`src/rtl/tmr_pkg.sv`:
```
package tmr_pkg;
    parameter int DW     = 32;
    parameter int DIV_W  = 16;
    parameter int N_TMR  = 2;
    parameter int SEL_W  = 2;
    parameter int IDX_W  = 4;
    localparam int CNT_W = 2 * DW;
    localparam logic [SEL_W-1:0] SEL_IRQ = SEL_W'(N_TMR);

    // timer word indices
    localparam logic [IDX_W-1:0] IX_CFG    = 4'd0;
    localparam logic [IDX_W-1:0] IX_SNAPLO = 4'd1;
    localparam logic [IDX_W-1:0] IX_SNAPHI = 4'd2;
    localparam logic [IDX_W-1:0] IX_UPD    = 4'd3;
    localparam logic [IDX_W-1:0] IX_LDLO   = 4'd4;
    localparam logic [IDX_W-1:0] IX_LDHI   = 4'd5;
    localparam logic [IDX_W-1:0] IX_RELOAD = 4'd6;
    localparam logic [IDX_W-1:0] IX_ALLO   = 4'd7;
    localparam logic [IDX_W-1:0] IX_ALHI   = 4'd8;

    // interrupt unit word indices
    localparam logic [IDX_W-1:0] IX_RAW  = 4'd0;
    localparam logic [IDX_W-1:0] IX_ENA  = 4'd1;
    localparam logic [IDX_W-1:0] IX_STAT = 4'd2;
    localparam logic [IDX_W-1:0] IX_CLR  = 4'd3;

    typedef enum logic {SNAP_IDLE = 1'b0, SNAP_BUSY = 1'b1} snap_state_e;
endpackage

```
`src/rtl/tmr_prescaler.sv`:
```
module tmr_prescaler
    import tmr_pkg::*;
(
    input  logic             clk,
    input  logic             rst_n,
    input  logic             run,
    input  logic             restart,
    input  logic [DIV_W-1:0] div_code,
    output logic             tick
);
    logic [DIV_W-1:0] cnt_q;
    logic [DIV_W-1:0] term;

    // terminal phase = divide ratio - 1
    always_comb begin
        if (div_code == '0)
            term = '1;
        else if (div_code == DIV_W'(1))
            term = DIV_W'(1);
        else
            term = div_code - DIV_W'(1);
    end

    assign tick = run && (cnt_q == term);

    always_ff @(posedge clk or negedge rst_n) begin
        if (!rst_n)
            cnt_q <= '0;
        else if (restart)
            cnt_q <= '0;
        else if (run)
            cnt_q <= (cnt_q == term) ? '0 : cnt_q + DIV_W'(1);
    end

    p_wrap_r1: assert property (@(posedge clk) disable iff (!rst_n)
        tick |=> (cnt_q == '0));
    p_restart_r12: assert property (@(posedge clk) disable iff (!rst_n)
        restart |=> (cnt_q == '0));
endmodule

```
`src/rtl/tmr_channel.sv`:
```
module tmr_channel
    import tmr_pkg::*;
(
    input  logic             clk,
    input  logic             rst_n,
    input  logic             wr,
    input  logic [IDX_W-1:0] idx,
    input  logic [DW-1:0]    wdata,
    output logic [DW-1:0]    rd,
    output logic             alarm_evt,
    output logic             lvl_ie,
    output logic             edg_ie
);
    logic             en_q, up_q, arl_q, alm_q, lvl_q, edg_q;
    logic [DIV_W-1:0] div_q;
    logic [CNT_W-1:0] load_q, cmp_q, count_q, snap_q;
    logic             tick;
    snap_state_e      state_q, state_d;

    logic wr_cfg, wr_upd, wr_reload;
    assign wr_cfg    = wr && (idx == IX_CFG);
    assign wr_upd    = wr && (idx == IX_UPD);
    assign wr_reload = wr && (idx == IX_RELOAD);

    assign alarm_evt = alm_q && (count_q == cmp_q);
    assign lvl_ie    = lvl_q;
    assign edg_ie    = edg_q;

    tmr_prescaler u_presc (
        .clk      (clk),
        .rst_n    (rst_n),
        .run      (en_q),
        .restart  (wr_cfg),
        .div_code (div_q),
        .tick     (tick)
    );

    // configuration word; a match disarms the alarm
    always_ff @(posedge clk or negedge rst_n) begin
        if (!rst_n) begin
            {en_q, up_q, arl_q, alm_q, lvl_q, edg_q} <= '0;
            div_q <= '0;
        end else if (wr_cfg) begin
            en_q  <= wdata[0];
            up_q  <= wdata[1];
            arl_q <= wdata[2];
            alm_q <= wdata[3];
            lvl_q <= wdata[4];
            edg_q <= wdata[5];
            div_q <= wdata[DW-1 -: DIV_W];
        end else if (alarm_evt) begin
            alm_q <= 1'b0;
        end
    end

    // staged load and compare halves
    always_ff @(posedge clk or negedge rst_n) begin
        if (!rst_n) begin
            load_q <= '0;
            cmp_q  <= '0;
        end else if (wr) begin
            if (idx == IX_LDLO) load_q[DW-1:0]     <= wdata;
            if (idx == IX_LDHI) load_q[CNT_W-1:DW] <= wdata;
            if (idx == IX_ALLO) cmp_q[DW-1:0]      <= wdata;
            if (idx == IX_ALHI) cmp_q[CNT_W-1:DW]  <= wdata;
        end
    end

    // time base
    always_ff @(posedge clk or negedge rst_n) begin
        if (!rst_n)
            count_q <= '0;
        else if (wr_reload || (alarm_evt && arl_q))
            count_q <= load_q;
        else if (tick)
            count_q <= up_q ? count_q + CNT_W'(1) : count_q - CNT_W'(1);
    end

    // snapshot machine: state register
    always_ff @(posedge clk or negedge rst_n) begin
        if (!rst_n) state_q <= SNAP_IDLE;
        else        state_q <= state_d;
    end

    always_comb begin
        state_d = state_q;
        unique case (state_q)
            SNAP_IDLE: if (wr_upd) state_d = SNAP_BUSY;
            SNAP_BUSY: state_d = SNAP_IDLE;
        endcase
    end

    // snapshot machine: outputs
    always_ff @(posedge clk or negedge rst_n) begin
        if (!rst_n)
            snap_q <= '0;
        else if (state_q == SNAP_BUSY)
            snap_q <= count_q;
    end

    always_comb begin
        unique case (idx)
            IX_CFG:    rd = {div_q, {(DW-DIV_W-6){1'b0}}, edg_q, lvl_q, alm_q, arl_q, up_q, en_q};
            IX_SNAPLO: rd = snap_q[DW-1:0];
            IX_SNAPHI: rd = snap_q[CNT_W-1:DW];
            IX_UPD:    rd = {{(DW-1){1'b0}}, state_q == SNAP_BUSY};
            IX_LDLO:   rd = load_q[DW-1:0];
            IX_LDHI:   rd = load_q[CNT_W-1:DW];
            IX_ALLO:   rd = cmp_q[DW-1:0];
            IX_ALHI:   rd = cmp_q[CNT_W-1:DW];
            default:   rd = '0;
        endcase
    end

    p_reload_r2: assert property (@(posedge clk) disable iff (!rst_n)
        wr_reload |=> (count_q == $past(load_q)));
    p_hold_r5: assert property (@(posedge clk) disable iff (!rst_n)
        (!en_q && !wr_reload && !(alarm_evt && arl_q)) |=> $stable(count_q));
    p_snap_r3: assert property (@(posedge clk) disable iff (!rst_n)
        (state_q == SNAP_BUSY) |=> ((state_q == SNAP_IDLE) && (snap_q == $past(count_q))));
    p_oneshot_r8: assert property (@(posedge clk) disable iff (!rst_n)
        (alarm_evt && !wr_cfg) |=> !alm_q);
endmodule

```
`src/rtl/tmr_irq.sv`:
```
module tmr_irq
    import tmr_pkg::*;
(
    input  logic             clk,
    input  logic             rst_n,
    input  logic             wr,
    input  logic [IDX_W-1:0] idx,
    input  logic [N_TMR-1:0] wbits,
    input  logic [N_TMR-1:0] evt,
    input  logic [N_TMR-1:0] lvl_ie,
    input  logic [N_TMR-1:0] edg_ie,
    output logic [DW-1:0]    rd,
    output logic [N_TMR-1:0] irq_level,
    output logic [N_TMR-1:0] irq_edge
);
    logic [N_TMR-1:0] raw_q, ena_q, edge_q, clr_mask;

    assign clr_mask = (wr && (idx == IX_CLR)) ? wbits : '0;

    // new events win over a simultaneous clear
    always_ff @(posedge clk or negedge rst_n) begin
        if (!rst_n) begin
            raw_q  <= '0;
            ena_q  <= '0;
            edge_q <= '0;
        end else begin
            raw_q  <= (raw_q & ~clr_mask) | evt;
            edge_q <= evt & edg_ie & ena_q;
            if (wr && (idx == IX_ENA)) ena_q <= wbits;
        end
    end

    assign irq_level = raw_q & ena_q & lvl_ie;
    assign irq_edge  = edge_q;

    always_comb begin
        unique case (idx)
            IX_RAW:  rd = {{(DW-N_TMR){1'b0}}, raw_q};
            IX_ENA:  rd = {{(DW-N_TMR){1'b0}}, ena_q};
            IX_STAT: rd = {{(DW-N_TMR){1'b0}}, raw_q & ena_q};
            default: rd = '0;
        endcase
    end

    p_set_r6: assert property (@(posedge clk) disable iff (!rst_n)
        (evt != '0) |=> ((raw_q & $past(evt)) == $past(evt)));
    p_sticky_r9: assert property (@(posedge clk) disable iff (!rst_n)
        (clr_mask == '0) |=> ((raw_q & $past(raw_q)) == $past(raw_q)));
endmodule

```
`src/rtl/tmr_group.sv`:
```
module tmr_group
    import tmr_pkg::*;
(
    input  logic                   clk,
    input  logic                   rst_n,
    input  logic                   wr_en,
    input  logic [SEL_W+IDX_W-1:0] addr,
    input  logic [DW-1:0]          wdata,
    output logic [DW-1:0]          rd_data,
    output logic [N_TMR-1:0]       irq_level,
    output logic [N_TMR-1:0]       irq_edge
);
    logic [SEL_W-1:0] sel;
    logic [IDX_W-1:0] idx;
    assign sel = addr[SEL_W+IDX_W-1:IDX_W];
    assign idx = addr[IDX_W-1:0];

    logic [DW-1:0]    rd_ch [N_TMR];
    logic [DW-1:0]    rd_irq;
    logic [N_TMR-1:0] evt, lvl_ie, edg_ie;

    for (genvar t = 0; t < N_TMR; t++) begin : g_tmr
        tmr_channel u_ch (
            .clk       (clk),
            .rst_n     (rst_n),
            .wr        (wr_en && (sel == SEL_W'(t))),
            .idx       (idx),
            .wdata     (wdata),
            .rd        (rd_ch[t]),
            .alarm_evt (evt[t]),
            .lvl_ie    (lvl_ie[t]),
            .edg_ie    (edg_ie[t])
        );
    end

    tmr_irq u_irq (
        .clk       (clk),
        .rst_n     (rst_n),
        .wr        (wr_en && (sel == SEL_IRQ)),
        .idx       (idx),
        .wbits     (wdata[N_TMR-1:0]),
        .evt       (evt),
        .lvl_ie    (lvl_ie),
        .edg_ie    (edg_ie),
        .rd        (rd_irq),
        .irq_level (irq_level),
        .irq_edge  (irq_edge)
    );

    always_comb begin
        rd_data = '0;
        if (sel == SEL_IRQ) rd_data = rd_irq;
        for (int t = 0; t < N_TMR; t++)
            if (sel == SEL_W'(t)) rd_data = rd_ch[t];
    end
endmodule

```
`config.mk`:
```
export PLATFORM = sky130hd
export DESIGN_NAME = tmr_group
export DESIGN_NICKNAME = d
export VERILOG_FILES = /design/src/rtl/tmr_pkg.sv /design/src/rtl/tmr_prescaler.sv /design/src/rtl/tmr_channel.sv /design/src/rtl/tmr_irq.sv /design/src/rtl/tmr_group.sv
export SDC_FILE = /design/constraint.sdc
export NUM_CORES = 1
export LEC_CHECK = 0
export BUFFER_PORTS_ARGS = -buffer_cell sky130_fd_sc_hd__buf_2
export CAP_MARGIN = 20
export CELL_PAD_IN_SITES_DETAIL_PLACEMENT = 0
export CELL_PAD_IN_SITES_GLOBAL_PLACEMENT = 2
export CORE_MARGIN = 2
export CORE_UTILIZATION = 42
export DETAILED_ROUTE_END_ITERATION = 12
export HOLD_SLACK_MARGIN = 0.08
export PLACE_DENSITY_LB_ADDON = 0.1
export SLEW_MARGIN = 20
export SYNTH_ARGS = -nofsm -noshare
export SYNTH_HDL_FRONTEND = slang
export SYNTH_SLANG_ARGS = --single-unit
```
`constraint.sdc`:
```
create_clock -name clk -period 6.68 [get_ports clk]
set_clock_uncertainty 0.1 [all_clocks]
set_input_delay 1.002 -clock clk [delete_from_list [all_inputs] [get_ports clk]]
set_output_delay 1.002 -clock clk [all_outputs]
set_load 0.01 [all_outputs]
```
* Yosys cells after proc, flatten, opt, wreduce, memory -nomap -nowiden
Index checks and enable logic that the tools add are counted.
** Word-level totals
- Register bits after elaboration :: 596
- Bits in latches :: 0
- Memory bits (writable) :: 0
- Memory bits (read-only) :: 0
- Output and inout bits :: 36
- Word-level logic and storage cells :: 134
- Memories kept :: 0
** Cells by class
- Add/sub/neg operators :: 8
- $mul :: 0
- Divide/modulo/power cells :: 0
- Order comparisons :: 0
- Eq/ne operators :: 16
- Shift operators :: 0
- Muxes and demuxes :: 31
- Bitwise operators :: 9
- Reduce and logical (&&, ||, !) cells :: 37
** Operators by type and width (count)
- 32-bit one-hot mux with 8 select lines :: 2
- 64-bit 2-to-1 mux :: 6
- 16-bit 2-to-1 mux :: 10
- 64-bit by 1-bit adder with 64-bit output, second input constant :: 2
- 64-bit equality test :: 2
- 64-bit by 1-bit subtractor with 64-bit output, second input constant :: 2
- 32-bit 2-to-1 mux :: 3
- 16-bit by 1-bit adder with 16-bit output, second input constant :: 2
- 16-bit by 1-bit equality test with 1-bit output, second input constant :: 2
- 16-bit equality test :: 2
- 16-bit logical NOT :: 2
- 16-bit by 1-bit subtractor with 16-bit output, second input constant :: 2
- 1-bit logical AND :: 17
- 4-bit by 3-bit equality test with 1-bit output, second input constant :: 4
- 2-bit AND reduction :: 8
- 2-bit nonzero test :: 6
- 2-bit bitwise AND :: 5
- 4-bit by 2-bit equality test with 1-bit output, second input constant :: 2
- 1-bit 2-to-1 mux :: 6
- 2-bit one-hot mux with 3 select lines :: 1
- 4-bit by 1-bit equality test with 1-bit output, second input constant :: 1
- 4-bit equality test, second input constant :: 1
- 4-bit logical NOT :: 1
- 1-bit one-hot mux with 2 select lines :: 2
- other kinds (8) :: 10

* Longest topological paths before layout
Gate-level depths: netlist of the first run.
- Depth after elaboration :: 7
- Gate-level depth with buffers :: 16

* By module
A second synthesis of the first run with hierarchy kept.
** Second synthesis, totals
- Cells, all modules :: 3784
- Area total of the unflattened synthesis :: 38249.2 sq um
** Modules (own cells, without submodules)
- tmr_channel at g_tmr[1].u_ch :: times used 1, cells an instance 1620, area each 16696.0 sq um, seq. area each 6981.7 sq um
- tmr_channel at g_tmr[0].u_ch :: times used 1, cells an instance 1569, area each 16385.7 sq um, seq. area each 6981.7 sq um
- tmr_prescaler :: times used 2, cells an instance 228, area each 1935.6 sq um, seq. area each 400.4 sq um
- tmr_group :: times used 1, cells an instance 80, area each 749.5 sq um, seq. area each 0.0 sq um
- tmr_irq :: times used 1, cells an instance 59, area each 546.8 sq um, seq. area each 150.1 sq um

* Worst setup path before layout of the first run
No wires, ideal clock.
- Kind :: register to register
- Start :: reg g_tmr[1].u_ch.up_q
- End :: reg g_tmr[1].u_ch.count_q[58]
- Arrival :: 4.385 ns
- Data required time :: 6.456 ns
- Setup slack :: 2.071 ns
- Cell stages (with the launch flop) :: 15
- Buffers on the path :: 1
- Cells stage by stage :: dfrtp_1 inv_1 ha_1 clkbuf_1 nand4_1 or3_1 or2_2 nor4b_1 nor3_1 o311ai_1 a31oi_1 o21a_1 nor2_1 mux2i_1 o31a_1
** On the way
- Word-level cells in the longest chain between the ends :: 3
** RTL lines
- from (decl) :: RTL line tmr_channel.sv:14 : logic en_q, up_q, arl_q, alm_q, lvl_q, edg_q;
- from (signal assigned) :: RTL line tmr_channel.sv:45 : up_q <= wdata[1];
- 64-bit 2-to-1 mux :: RTL line tmr_channel.sv:76 : count_q <= up_q ? count_q + CNT_W'(1) : count_q - CNT_W'(1);
- 64-bit 2-to-1 mux :: RTL line tmr_channel.sv:75 : else if (tick)
- 64-bit 2-to-1 mux :: RTL line tmr_channel.sv:73 : else if (wr_reload || (alarm_evt && arl_q))
- to (signal assigned) :: RTL line tmr_channel.sv:74 : count_q <= load_q;
- to (signal assigned) :: RTL line tmr_channel.sv:76
- to (decl) :: RTL line tmr_channel.sv:16 : logic [CNT_W-1:0] load_q, cmp_q, count_q, snap_q;
Every way passes these cells. The select of a mux whose other input is x is not followed.
A chain may end at the register's enable or synchronous reset.

* Worst setup path in the final report of the first run
- Start :: reg g_tmr[0].u_ch.up_q
- End :: reg g_tmr[0].u_ch.count_q[61]
** On the way
- Word-level cells in the longest chain between the ends :: 3
** RTL lines (RTL line)
- from (decl) :: tmr_channel.sv:14
- from (signal assigned) :: tmr_channel.sv:45
- 64-bit 2-to-1 mux :: tmr_channel.sv:76
- 64-bit 2-to-1 mux :: tmr_channel.sv:75
- 64-bit 2-to-1 mux :: tmr_channel.sv:73
- to (signal assigned) :: tmr_channel.sv:74
- to (signal assigned) :: tmr_channel.sv:76
- to (decl) :: tmr_channel.sv:16
Every way passes these cells. The select of a mux whose other input is x is not followed.

==> results of run 1 <==
[cell type report]
type                            instances  area share
Inverter                               98     0.00904
Antenna cell                            4    0.000246
Multi-Input combinational cell       2880       0.508
Clock inverter                         28     0.00833
Clock buffer                          103      0.0513
Timing Repair Buffer                  125      0.0208
Sequential cell                       596       0.366
Tap cell                             1155      0.0355
[flip-flops by register name, summed over array words and instances, names as in the netlist]
signal / cells
g_tmr.u_ch.load_q: 128
u_irq.ena_q: 2
g_tmr.u_ch.count_q: 128
g_tmr.u_ch.state_q: 2
g_tmr.u_ch.snap_q: 128
g_tmr.u_ch.div_q: 32
u_irq.irq_edge: 2
g_tmr.u_ch.edg_ie: 2
g_tmr.u_ch.en_q: 2
u_irq.raw_q: 2
g_tmr.u_ch.alm_q: 2
g_tmr.u_ch.lvl_ie: 2
g_tmr.u_ch.cmp_q: 128
g_tmr.u_ch.up_q: 2
g_tmr.u_ch.arl_q: 2
g_tmr.u_ch.u_presc.cnt_q: 32
[path summary, 6_finish.rpt]
path / cells after the start / end
setup / recovery: 14 / g_tmr[0].u_ch.count_q[61]
hold / removal: 1 / g_tmr[0].u_ch.u_presc.cnt_q[10]
setup reg to reg: 14 / g_tmr[0].u_ch.count_q[61]
hold reg to reg: 2 / g_tmr[1].u_ch.count_q[0]
max in group asynchronous: 2 / g_tmr[1].u_ch.count_q[38]
min in group clk: 2 / g_tmr[1].u_ch.count_q[0]
[power by group]
group          internal (mW)  leakage, nW  total [mW]  switching [mW]
sequential              4.06         7.78        4.77           0.708
combinational           1.30         9.16        3.29            1.98
clock                   2.39         1.20        4.06            1.67
[per-stage QoR]
step                cell area [um2]  setup WS, ns  utilization
floorplan                     36900          2.07            -
detailed placement            38300          1.60        0.440
global route                  40700          1.18        0.468
finish                        40700          1.43        0.468
CTS                           40700          1.56        0.468
global placement              38300          1.72        0.440
[per-layer routing]
layer  up-vias  track usage
li1      14000            -
met1     16300        0.466
met2      1195        0.478
met3       188       0.0509
met4         4       0.0788
met5         -            0
[placed cells by master, fill, tap and decap left out, types with 23 or more instances in the layout]
cell and n:
sky130_fd_sc_hd__dfrtp_1 594, sky130_fd_sc_hd__mux2_2 417, sky130_fd_sc_hd__nand2_1 339, sky130_fd_sc_hd__a21oi_1 266
sky130_fd_sc_hd__o21ai_0 251, sky130_fd_sc_hd__nor2_1 208, sky130_fd_sc_hd__xor2_1 145, sky130_fd_sc_hd__ha_1 130
sky130_fd_sc_hd__a22oi_1 104, sky130_fd_sc_hd__xnor2_1 102, sky130_fd_sc_hd__inv_1 96, sky130_fd_sc_hd__buf_2 75
sky130_fd_sc_hd__clkbuf_16 73, sky130_fd_sc_hd__mux2i_1 65, sky130_fd_sc_hd__nand3_1 64, sky130_fd_sc_hd__a21o_1 62
sky130_fd_sc_hd__and3_1 57, sky130_fd_sc_hd__nand4_1 51, sky130_fd_sc_hd__o22ai_1 47, sky130_fd_sc_hd__o21ai_1 44
sky130_fd_sc_hd__nor3_1 43, sky130_fd_sc_hd__nor4_1 42, sky130_fd_sc_hd__buf_4 42, sky130_fd_sc_hd__a221oi_1 31
sky130_fd_sc_hd__a31oi_1 29, sky130_fd_sc_hd__o21bai_1 26, sky130_fd_sc_hd__a222oi_1 25, sky130_fd_sc_hd__nand2b_1 23
[logic make-up after synthesis]
family                   Yosys count  share of synthesized area
AO/OA/AOI/OAI                   1068                      0.184
adder cells (fa/ha/maj)          132                     0.0451
multiplexers                     482                      0.145
buffers and inverters            353                     0.0387
XOR/XNOR                         247                     0.0586
AND/OR/NAND/NOR                  951                      0.125
flip-flops                       596                      0.404
==> results by stage, run 1 <==
Timing:
- The final number of setup-violating endpoints is 0.
- Setup repair after global routing left no endpoint under its margin.
- Dividing the final minimum period by the clock period gives 0.785.
- The minimum period implied by the final worst setup slack is approximately 5.2 ns.
- The number of failing hold endpoints at the final stage is 0.
- The transition time of the tightest slew-check pin is 1.13 ns.
- The aggregate negative setup slack is 0 ns.
- The max-slew violation count is 0.
- On the final layout, the worst hold slack is about 0.25 ns.
- The relative slew slack is 0.237.
- The fmax is 0.191 GHz.

Clock tree:
- The number of buffers inserted during clock tree synthesis is between 70 and 80.
- The number of H-tree branching levels is 3.
- The cell sitting at the root of the clock tree is a sky130_fd_sc_hd__clkbuf_16.
- After clock tree synthesis, the clock-pin slew on the worst setup and hold paths is around 0.06 ns.
- Once the clock tree was built, the setup fixing pass inserted 0 buffers.
- In this run, post-CTS hold repair placed 0 buffers.
- The buffer levels on the longest clock path is 3.
- The number of clock sinks is 596.
- The count of instances resized after the clock tree is built is 0.
- For the worst-skew pair, the clock arrives at the later sink with an insertion delay of roughly 0.63 ns.
- The clock tree from TritonCTS is done.

Synthesis:
- The netlist area before placement is ~37000 um2.
- The most used flip-flop cell after synthesis is sky130_fd_sc_hd__dfrtp_1.
- The synthesized netlist cell count is 3829.
- In the post-synthesis netlist, the biggest area contributors are sky130_fd_sc_hd__dfrtp_1 40%, sky130_fd_sc_hd__mux2_2 13%, sky130_fd_sc_hd__ha_1 4.4%, sky130_fd_sc_hd__a21oi_1 3.6%, sky130_fd_sc_hd__nand2_1 3.5%.
- A synthesized cell averages 9.64 um2.
- sky130_fd_sc_hd__dfrtp_1 is the most common cell in the netlist.
- The number of nets handed over by synthesis was ~4000.
- The total of flip-flops plus latches after synthesis is between 500 and 600.
- Of the post-synthesis cell area, the dominant cell type holds 0.404.
- The proportion of synthesized flip-flops having asynchronous set or reset is 1.00.
- The share of the Yosys chip area taken by registers is 0.404.
- The number of warnings printed during yosys synthesis is 0.
- The netlist uses 83 different library cells.
- The number of synthesized flops with an enable pin is 0.
- The largest total area in the synthesized netlist belongs to sky130_fd_sc_hd__dfrtp_1.
- After synthesis, the most frequently instantiated cells are 596 x sky130_fd_sc_hd__dfrtp_1, 417 x sky130_fd_sc_hd__mux2_2, 340 x sky130_fd_sc_hd__nand2_1, 266 x sky130_fd_sc_hd__a21oi_1, 251 x sky130_fd_sc_hd__o21ai_0.

Drt:
- In the final routed layout, each cell accounts on average for 28.8 um.
- Once detail routing completed, the nets flagged for antenna violations numbered 0.
- The number of vias per cell after detailed routing is roughly 6.3.
- The overall routed net length is between 100000 and 150000 um.
- The first-pass iteration count of the detailed router is 6.
- The total via count after detailed routing is 31700.
- The routed design uses around 63000 um of met2 wire.
- The detailed router finished its first iteration with between 3000 and 4000 violations.
- Wire segments on met3 add up to a little over 10000 um in the final route.
- The number of design rule violations left after detail routing is 0.
- The highest metal layer carrying signal wires in the routed design is met5.
- The sum of routed wire segments on met1 is between 60000 and 70000 um.

Setup path:
- The slowest stage of the critical path belongs to the cell sky130_fd_sc_hd__o21ai_0.
- The startpoint kind of the worst setup timing path is a flop.
- The register-to-register path setup slack is 1.43 ns.
- The startpoint identified for the worst register-to-register timing path is g_tmr[0].u_ch.up_q.
- Walking the worst path, the cells encountered are inv_2 -> buf_4 -> ha_1 -> a21oi_1 -> o21ai_0 -> a221oi_1 -> o21ai_0 -> a2111o_1 -> o21ai_0 -> o21ai_0 -> o22a_1 -> a311oi_1 -> xor2_1 -> o21ai_0.
- STA puts the critical path data required time at slightly above 7 ns.
- The critical path buffer and inverter count is 2.
- The type of destination of the critical path is a flop.
- The cell family contributing the most delay on the critical path is compound AO/OA/AOI/OAI gates.
- The highest fanout seen on the critical path is 35.
- The critical path is of the flop to flop type.
- The delay of the slowest cell on the worst path is ~0.65 ns.
- The timing startpoint of the critical path is g_tmr[0].u_ch.up_q.
- The data arrival time of the critical path is between 5 and 6 ns.
- The dominant cell type by count on the critical path is sky130_fd_sc_hd__o21ai_0.

Finish:
- Registers take ~15000 um2.
- The final standard cell count with taps included and fillers excluded is 4989.
- Summing all multi-input logic gate instances after layout gives roughly 21000 um2.
- The final layout contains a little under 4000 nets.
- After filler insertion, the fill cell instance count of the layout stands at 8301.
- The synthesis-to-finish area growth is 10.2%.
- The fraction of layout cells with a size suffix above 1 is 0.185.

Floorplan:
- The region available for standard cell placement spans about 87000 um2.
- From left edge to right edge, the die measures between 300 and 400 um.
- The overall die area is around 90000 um2.
- The starting density of the core is 0.425.
- The die span in y is about 300 um.
- The I/O pin total is 77.
- The floorplan has roughly 110 rows.

Global routing:
- The largest net degree at the start of global routing is about 160.
- The total congestion overflow is 0.
- The total routing usage reported by global routing is 0.315.
- The number of global-route vias before repair was 30500.
- The initial antenna violation count is 4.
- The first global-routing pass estimated ~210000 um of wire.

Placed design:
- The estimated wirelength of the detail-placed design is between 100000 and 150000 um.
- The final weighted congestion in routability-driven placement is 0.946.
- The placed instance count is about 4900.
- The number of I/O port buffers is between 70 and 80.

Flow run:
- The max-capacitance violation count is 0.

Pwr:
- In this run the power density over the cells is about 300 nW/um2.
- The worst vdd rail ir drop is roughly 0.00017 V.
- The leakage power is 18.1 nW.
- Total power for the finished layout comes to between 10 and 15 mW.

Min path:
- The tightest min-delay check is of the input pin to asynchronous set/reset pin type.

Outcome:
- The flow ran to the end, and the final reports show no timing, DRC or antenna violations.
No activity file was read; power rests on OpenSTA's default activity.
==> run 2, diff against run 1 <==
--- a/config.mk
+++ b/config.mk
@@ -10,7 +10,7 @@
 export CELL_PAD_IN_SITES_DETAIL_PLACEMENT = 0
 export CELL_PAD_IN_SITES_GLOBAL_PLACEMENT = 2
 export CORE_MARGIN = 2
-export CORE_UTILIZATION = 42
+export CORE_UTILIZATION = 38
 export DETAILED_ROUTE_END_ITERATION = 12
 export HOLD_SLACK_MARGIN = 0.08
 export PLACE_DENSITY_LB_ADDON = 0.1
==> constraint.sdc (replaced) <==
create_clock -name clk -period 4.7 [get_ports clk]
set_clock_uncertainty 0.1 [all_clocks]
set_input_delay 0.705 -clock clk [delete_from_list [all_inputs] [get_ports clk]]
set_output_delay 0.705 -clock clk [all_outputs]
set_load 0.01 [all_outputs]
==> run 2 against run 1 <==
Effect of this change: hold slack better by 0.056 ns; total power up 45%; die area up 10%; wire length up 5.8%; cell area up 2.6%; register-to-register slack worse by 1.2 ns; count of clock-buffer cells in the layout up 2; via count up 0.33%; sequential cell count unchanged; clock power up 44%; critical path depth unchanged; final cell count up 4.0%; critical endpoint is now g_tmr[1].u_ch.count_q[63]; largest power group unchanged; highest routed layer unchanged.
==> results by stage, run 2 (synthesis results as in run 1) <==
Outcome:
- Outcome: complete, no violations (unchanged).

Setup path:
- The data required time at the worst endpoint was 5.16 ns (was 7.07 ns).
- The termination of the worst setup path is g_tmr[1].u_ch.count_q[63] (was g_tmr[0].u_ch.count_q[61]).
- The startpoint kind of the worst setup timing path is a flop (unchanged).
- The timing startpoint of the critical path is g_tmr[1].u_ch.up_q (was g_tmr[0].u_ch.up_q).
- The type of destination of the critical path is a flop (unchanged).
- The worst reg2reg path endpoint is g_tmr[1].u_ch.count_q[63] (was g_tmr[0].u_ch.count_q[61]).
- Critical-path cell list: inv_2 -> buf_4 -> ha_1 -> and2_1 -> nand4_1 -> nor4_1 -> o21ai_0 -> o21bai_1 -> a21o_1 -> o41ai_1 -> o221ai_1 -> xnor2_1 -> or3_1 -> a31oi_1 (was inv_2 -> buf_4 -> ha_1 -> a21oi_1 -> o21ai_0 -> a221oi_1 -> o21ai_0 -> a2111o_1 -> o21ai_0 -> o21ai_0 -> o22a_1 -> a311oi_1 -> xor2_1 -> o21ai_0).
- The class of the most critical setup path is flop to flop (unchanged).
- The data arrival time of the critical path is 4.91 ns (was 5.64 ns).
- The slowest stage cell on the critical path is sky130_fd_sc_hd__o41ai_1 (was sky130_fd_sc_hd__o21ai_0).
- The depth of the most critical reg-to-reg path is 14 (unchanged).
- The highest fanout seen on the critical path is 15 (was 35).
- The register-to-register path setup slack came to 0.25 ns (was 1.43 ns).
- The reg-to-reg startpoint was g_tmr[1].u_ch.up_q (was g_tmr[0].u_ch.up_q).
- The delay of the slowest cell on the worst path came to 0.53 ns (was 0.65 ns).

Finish:
- The area of all placed cells without fillers is 41800 um2 (was 40700 um2).
- The post-layout net count is 4028 (was 3946).
- Most used cells in the layout excluding fill and tap cells: 594 x sky130_fd_sc_hd__dfrtp_1, 417 x sky130_fd_sc_hd__mux2_2, 339 x sky130_fd_sc_hd__nand2_1, 265 x sky130_fd_sc_hd__a21oi_1, 251 x sky130_fd_sc_hd__o21ai_0 (was 594 x sky130_fd_sc_hd__dfrtp_1, 417 x sky130_fd_sc_hd__mux2_2, 339 x sky130_fd_sc_hd__nand2_1, 266 x sky130_fd_sc_hd__a21oi_1, 251 x sky130_fd_sc_hd__o21ai_0).
- The fraction of layout cells with a size suffix above 1 came to 0.203 (was 0.185).
- The most common cell after layout, fill and taps aside is sky130_fd_sc_hd__dfrtp_1 (unchanged).
- The synthesis-to-finish area growth is 13.1% (was 10.2%).
- The filler cell count is 9458 (was 8301).
- The final standard cell count with taps included and fillers excluded came to 5188 (was 4989).
- The total inserted antenna cells is 0 (was 4).

Timing:
- The number of failing hold endpoints at the final stage came to 0 (unchanged).
- The relative slew slack is 0.111 (was 0.237).
- The max-slew violation count was 0 (unchanged).
- RSZ-0062 raised after global routing: false (unchanged).
- The final period utilization is 0.947 (was 0.785).
- The minimum period implied by the final worst setup slack was 4.45 ns (was 5.25 ns).
- The transition time of the tightest slew-check pin is 1.32 ns (was 1.13 ns).
- The final number of setup-violating endpoints was 0 (unchanged).
- The fmax came to 0.225 GHz (was 0.191 GHz).
- The aggregate negative setup slack is 0 ns (unchanged).

Clock tree:
- The source-to-sink clock delay at the later pin of the worst-skew pair is 0.64 ns (was 0.63 ns).
- The clock slew at the register clock pins of the worst setup and hold paths is 0.06 ns (about the same).
- The cell at the root of the clock tree is sky130_fd_sc_hd__clkbuf_16 (unchanged).
- The number of clock sinks is 596 (unchanged).
- The number of buffers inserted during clock tree synthesis was 73 (was 72).
- The clock tree from TritonCTS is done (unchanged).
- The count of buffers added by post-CTS timing repair for setup is 0 (unchanged).
- The buffer levels on the longest clock path is 3 (unchanged).
- The number of H-tree branching levels is 3 (unchanged).

Global routing:
- The number of global-route vias before repair is 31400 (was 30500).
- The wire length of the first global-routing pass is 222000 um (was 212000 um).
- The largest net degree at the start of global routing was 112 (was 162).
- The initial antenna violation count came to 6 (was 4).
- The met2 track utilization from global routing was 0.456 (was 0.478).
- The global-route layer with the greatest usage is met2 (unchanged).
- The total routing usage reported by global routing is 0.303 (was 0.315).
- The global-route track usage on met3 is 0.0462 (was 0.0509).
- The total congestion overflow is 0 (unchanged).
- The met1 track demand over resource was 0.454 (was 0.466).

Pwr:
- The power density over the cells came to 419 nW/um2 (was 298 nW/um2).
- The leakage power is 18.6 nW (was 18.1 nW).
- The worst vdd rail ir drop is 0.000311 V (was 0.000174 V).
- The share of total power in sequential cells was 0.380 (was 0.394).
- The cell-internal power is 11.2 mW (was 7.75 mW).
- The clock share of power is 0.334 (was 0.335).
- The switching fraction of total power is 0.361 (was 0.360).
- The combinational share of power is 0.286 (was 0.271).
- The net load switching power came to 6.32 mW (was 4.36 mW).

Floorplan:
- The starting density of the core is 0.382 (was 0.425).
- The core area is 96600 um2 (was 86900 um2).
- The overall die area is 99700 um2 (was 90300 um2).
- The I/O pin total came to 77 (unchanged).
- The die span in y is 316 um (was 301 um).
- The number of placement rows came to 114 (was 108).
- The overall die width is 316 um (was 301 um).

Placed design:
- The placed instance count is 5054 (was 4854).
- The final weighted congestion in routability-driven placement is 0.935 (was 0.946).
- The post-place instance area is 39200 um2 (was 38300 um2).
- The estimated wirelength of the detail-placed design is 114000 um (was 106000 um).
- The number of I/O port buffers was 76 (unchanged).

Drt:
- The number of design rule violations left after detail routing is 0 (unchanged).
- The number of vias per cell after detailed routing was 6.12 (was 6.34).
- The initial detailed-routing violation count is 3453 (was 3317).
- The final routed wire length divided by cell count is 29.3 um (was 28.8 um).
- The overall routed net length is 152000 um (was 144000 um).
- The first-pass iteration count of the detailed router is 8 (was 6).
- The number of nets with antenna violations after routing came to 0 (unchanged).
- The total via count after detailed routing is 31800 (was 31700).

Min path:
- The classification of the worst-slack hold path was input pin to flop (was input pin to asynchronous set/reset pin).

Flow run:
- The max-capacitance violation count came to 0 (unchanged).
==> run 2: repair_timing <==
item / 4_1_cts / 5_1_grt
endpoints found under the hold margin: 0 / 47
endpoints found under the setup margin: 0 / 12
gates resized for setup: 0 / 4
hold buffers: 0 / 1
==> run 2: power groups by stage <==
| stage | Sequential, mW | Combinational [mW] | Clock [mW] |
|---|---|---|---|
| after floorplan | 6.30 | 3.34 | 0 |
| after global placement | 6.72 | 4.90 | 0 |
| after detailed placement | 6.74 | 4.91 | 0 |
| after CTS | 6.65 | 4.94 | 5.93 |
| after global routing | 6.74 | 5.45 | 6.15 |
| final | 6.66 | 5.00 | 5.85 |
==> run 2: layout make-up <==
type,count,area (um2),share of cell area
Multi-Input combinational cell,2880,20700,0.496
Clock buffer,105,2140,0.0512
Timing Repair Buffer,206,1710,0.0410
Clock inverter,27,322,0.00770
Inverter,98,368,0.00881
Sequential cell,596,14900,0.357
Tap cell,1276,1600,0.0382
==> run 2: how the worst min path moves through the flow <==
stage / cells after the start / startpoint / endpoint / slack [ns]
floorplan: 0 / rst_n / g_tmr[0].u_ch.alm_q / 0.31
global placement: 1 / u_irq.raw_q[1] / u_irq.raw_q[1] / 0.38
detailed placement: 1 / g_tmr[0].u_ch.snap_q[55] / g_tmr[0].u_ch.snap_q[55] / 0.40
CTS: 1 / rst_n / g_tmr[0].u_ch.count_q[56] / 0.09
global route: 3 / wdata[6] / g_tmr[1].u_ch.cmp_q[38] / 0.34
finish: 3 / wdata[6] / g_tmr[1].u_ch.cmp_q[38] / 0.31
==> run 2: through the flow <==
stage / power [mW] / util / setup slack [ns] / hold WS (ns)
floorplan: 9.64 / - / 0.0912 / 0.309
global placement: 11.6 / 0.406 / 0.420 / 0.384
CTS: 17.5 / 0.432 / 0.199 / 0.0909
finish: 17.5 / 0.432 / 0.247 / 0.310
detailed placement: 11.6 / 0.406 / 0.243 / 0.396
global route: 18.3 / 0.432 / 0.00830 / 0.338
==> run 2: metal layers <==
layer | share of wire | wire (um) | vias to the layer above
met5 | 0.00015 | 23 | -
met4 | 0.024 | 3610 | 4
met3 | 0.063 | 9590 | 175
met2 | 0.44 | 66100 | 1107
met1 | 0.48 | 72500 | 16300
li1 | - | - | 14100
==> run 2: critical path: cells and delay by family, from the launching register on <==
kind	cells	cell delay [ns]
adders and majority gates	1	0.31
DFF	1	0.41
AOI/OAI and AO/OA	6	1.55
and+or+nand+nor	4	1.18
buffers and inverters	2	0.61
xor gates and xnor gates	1	0.18
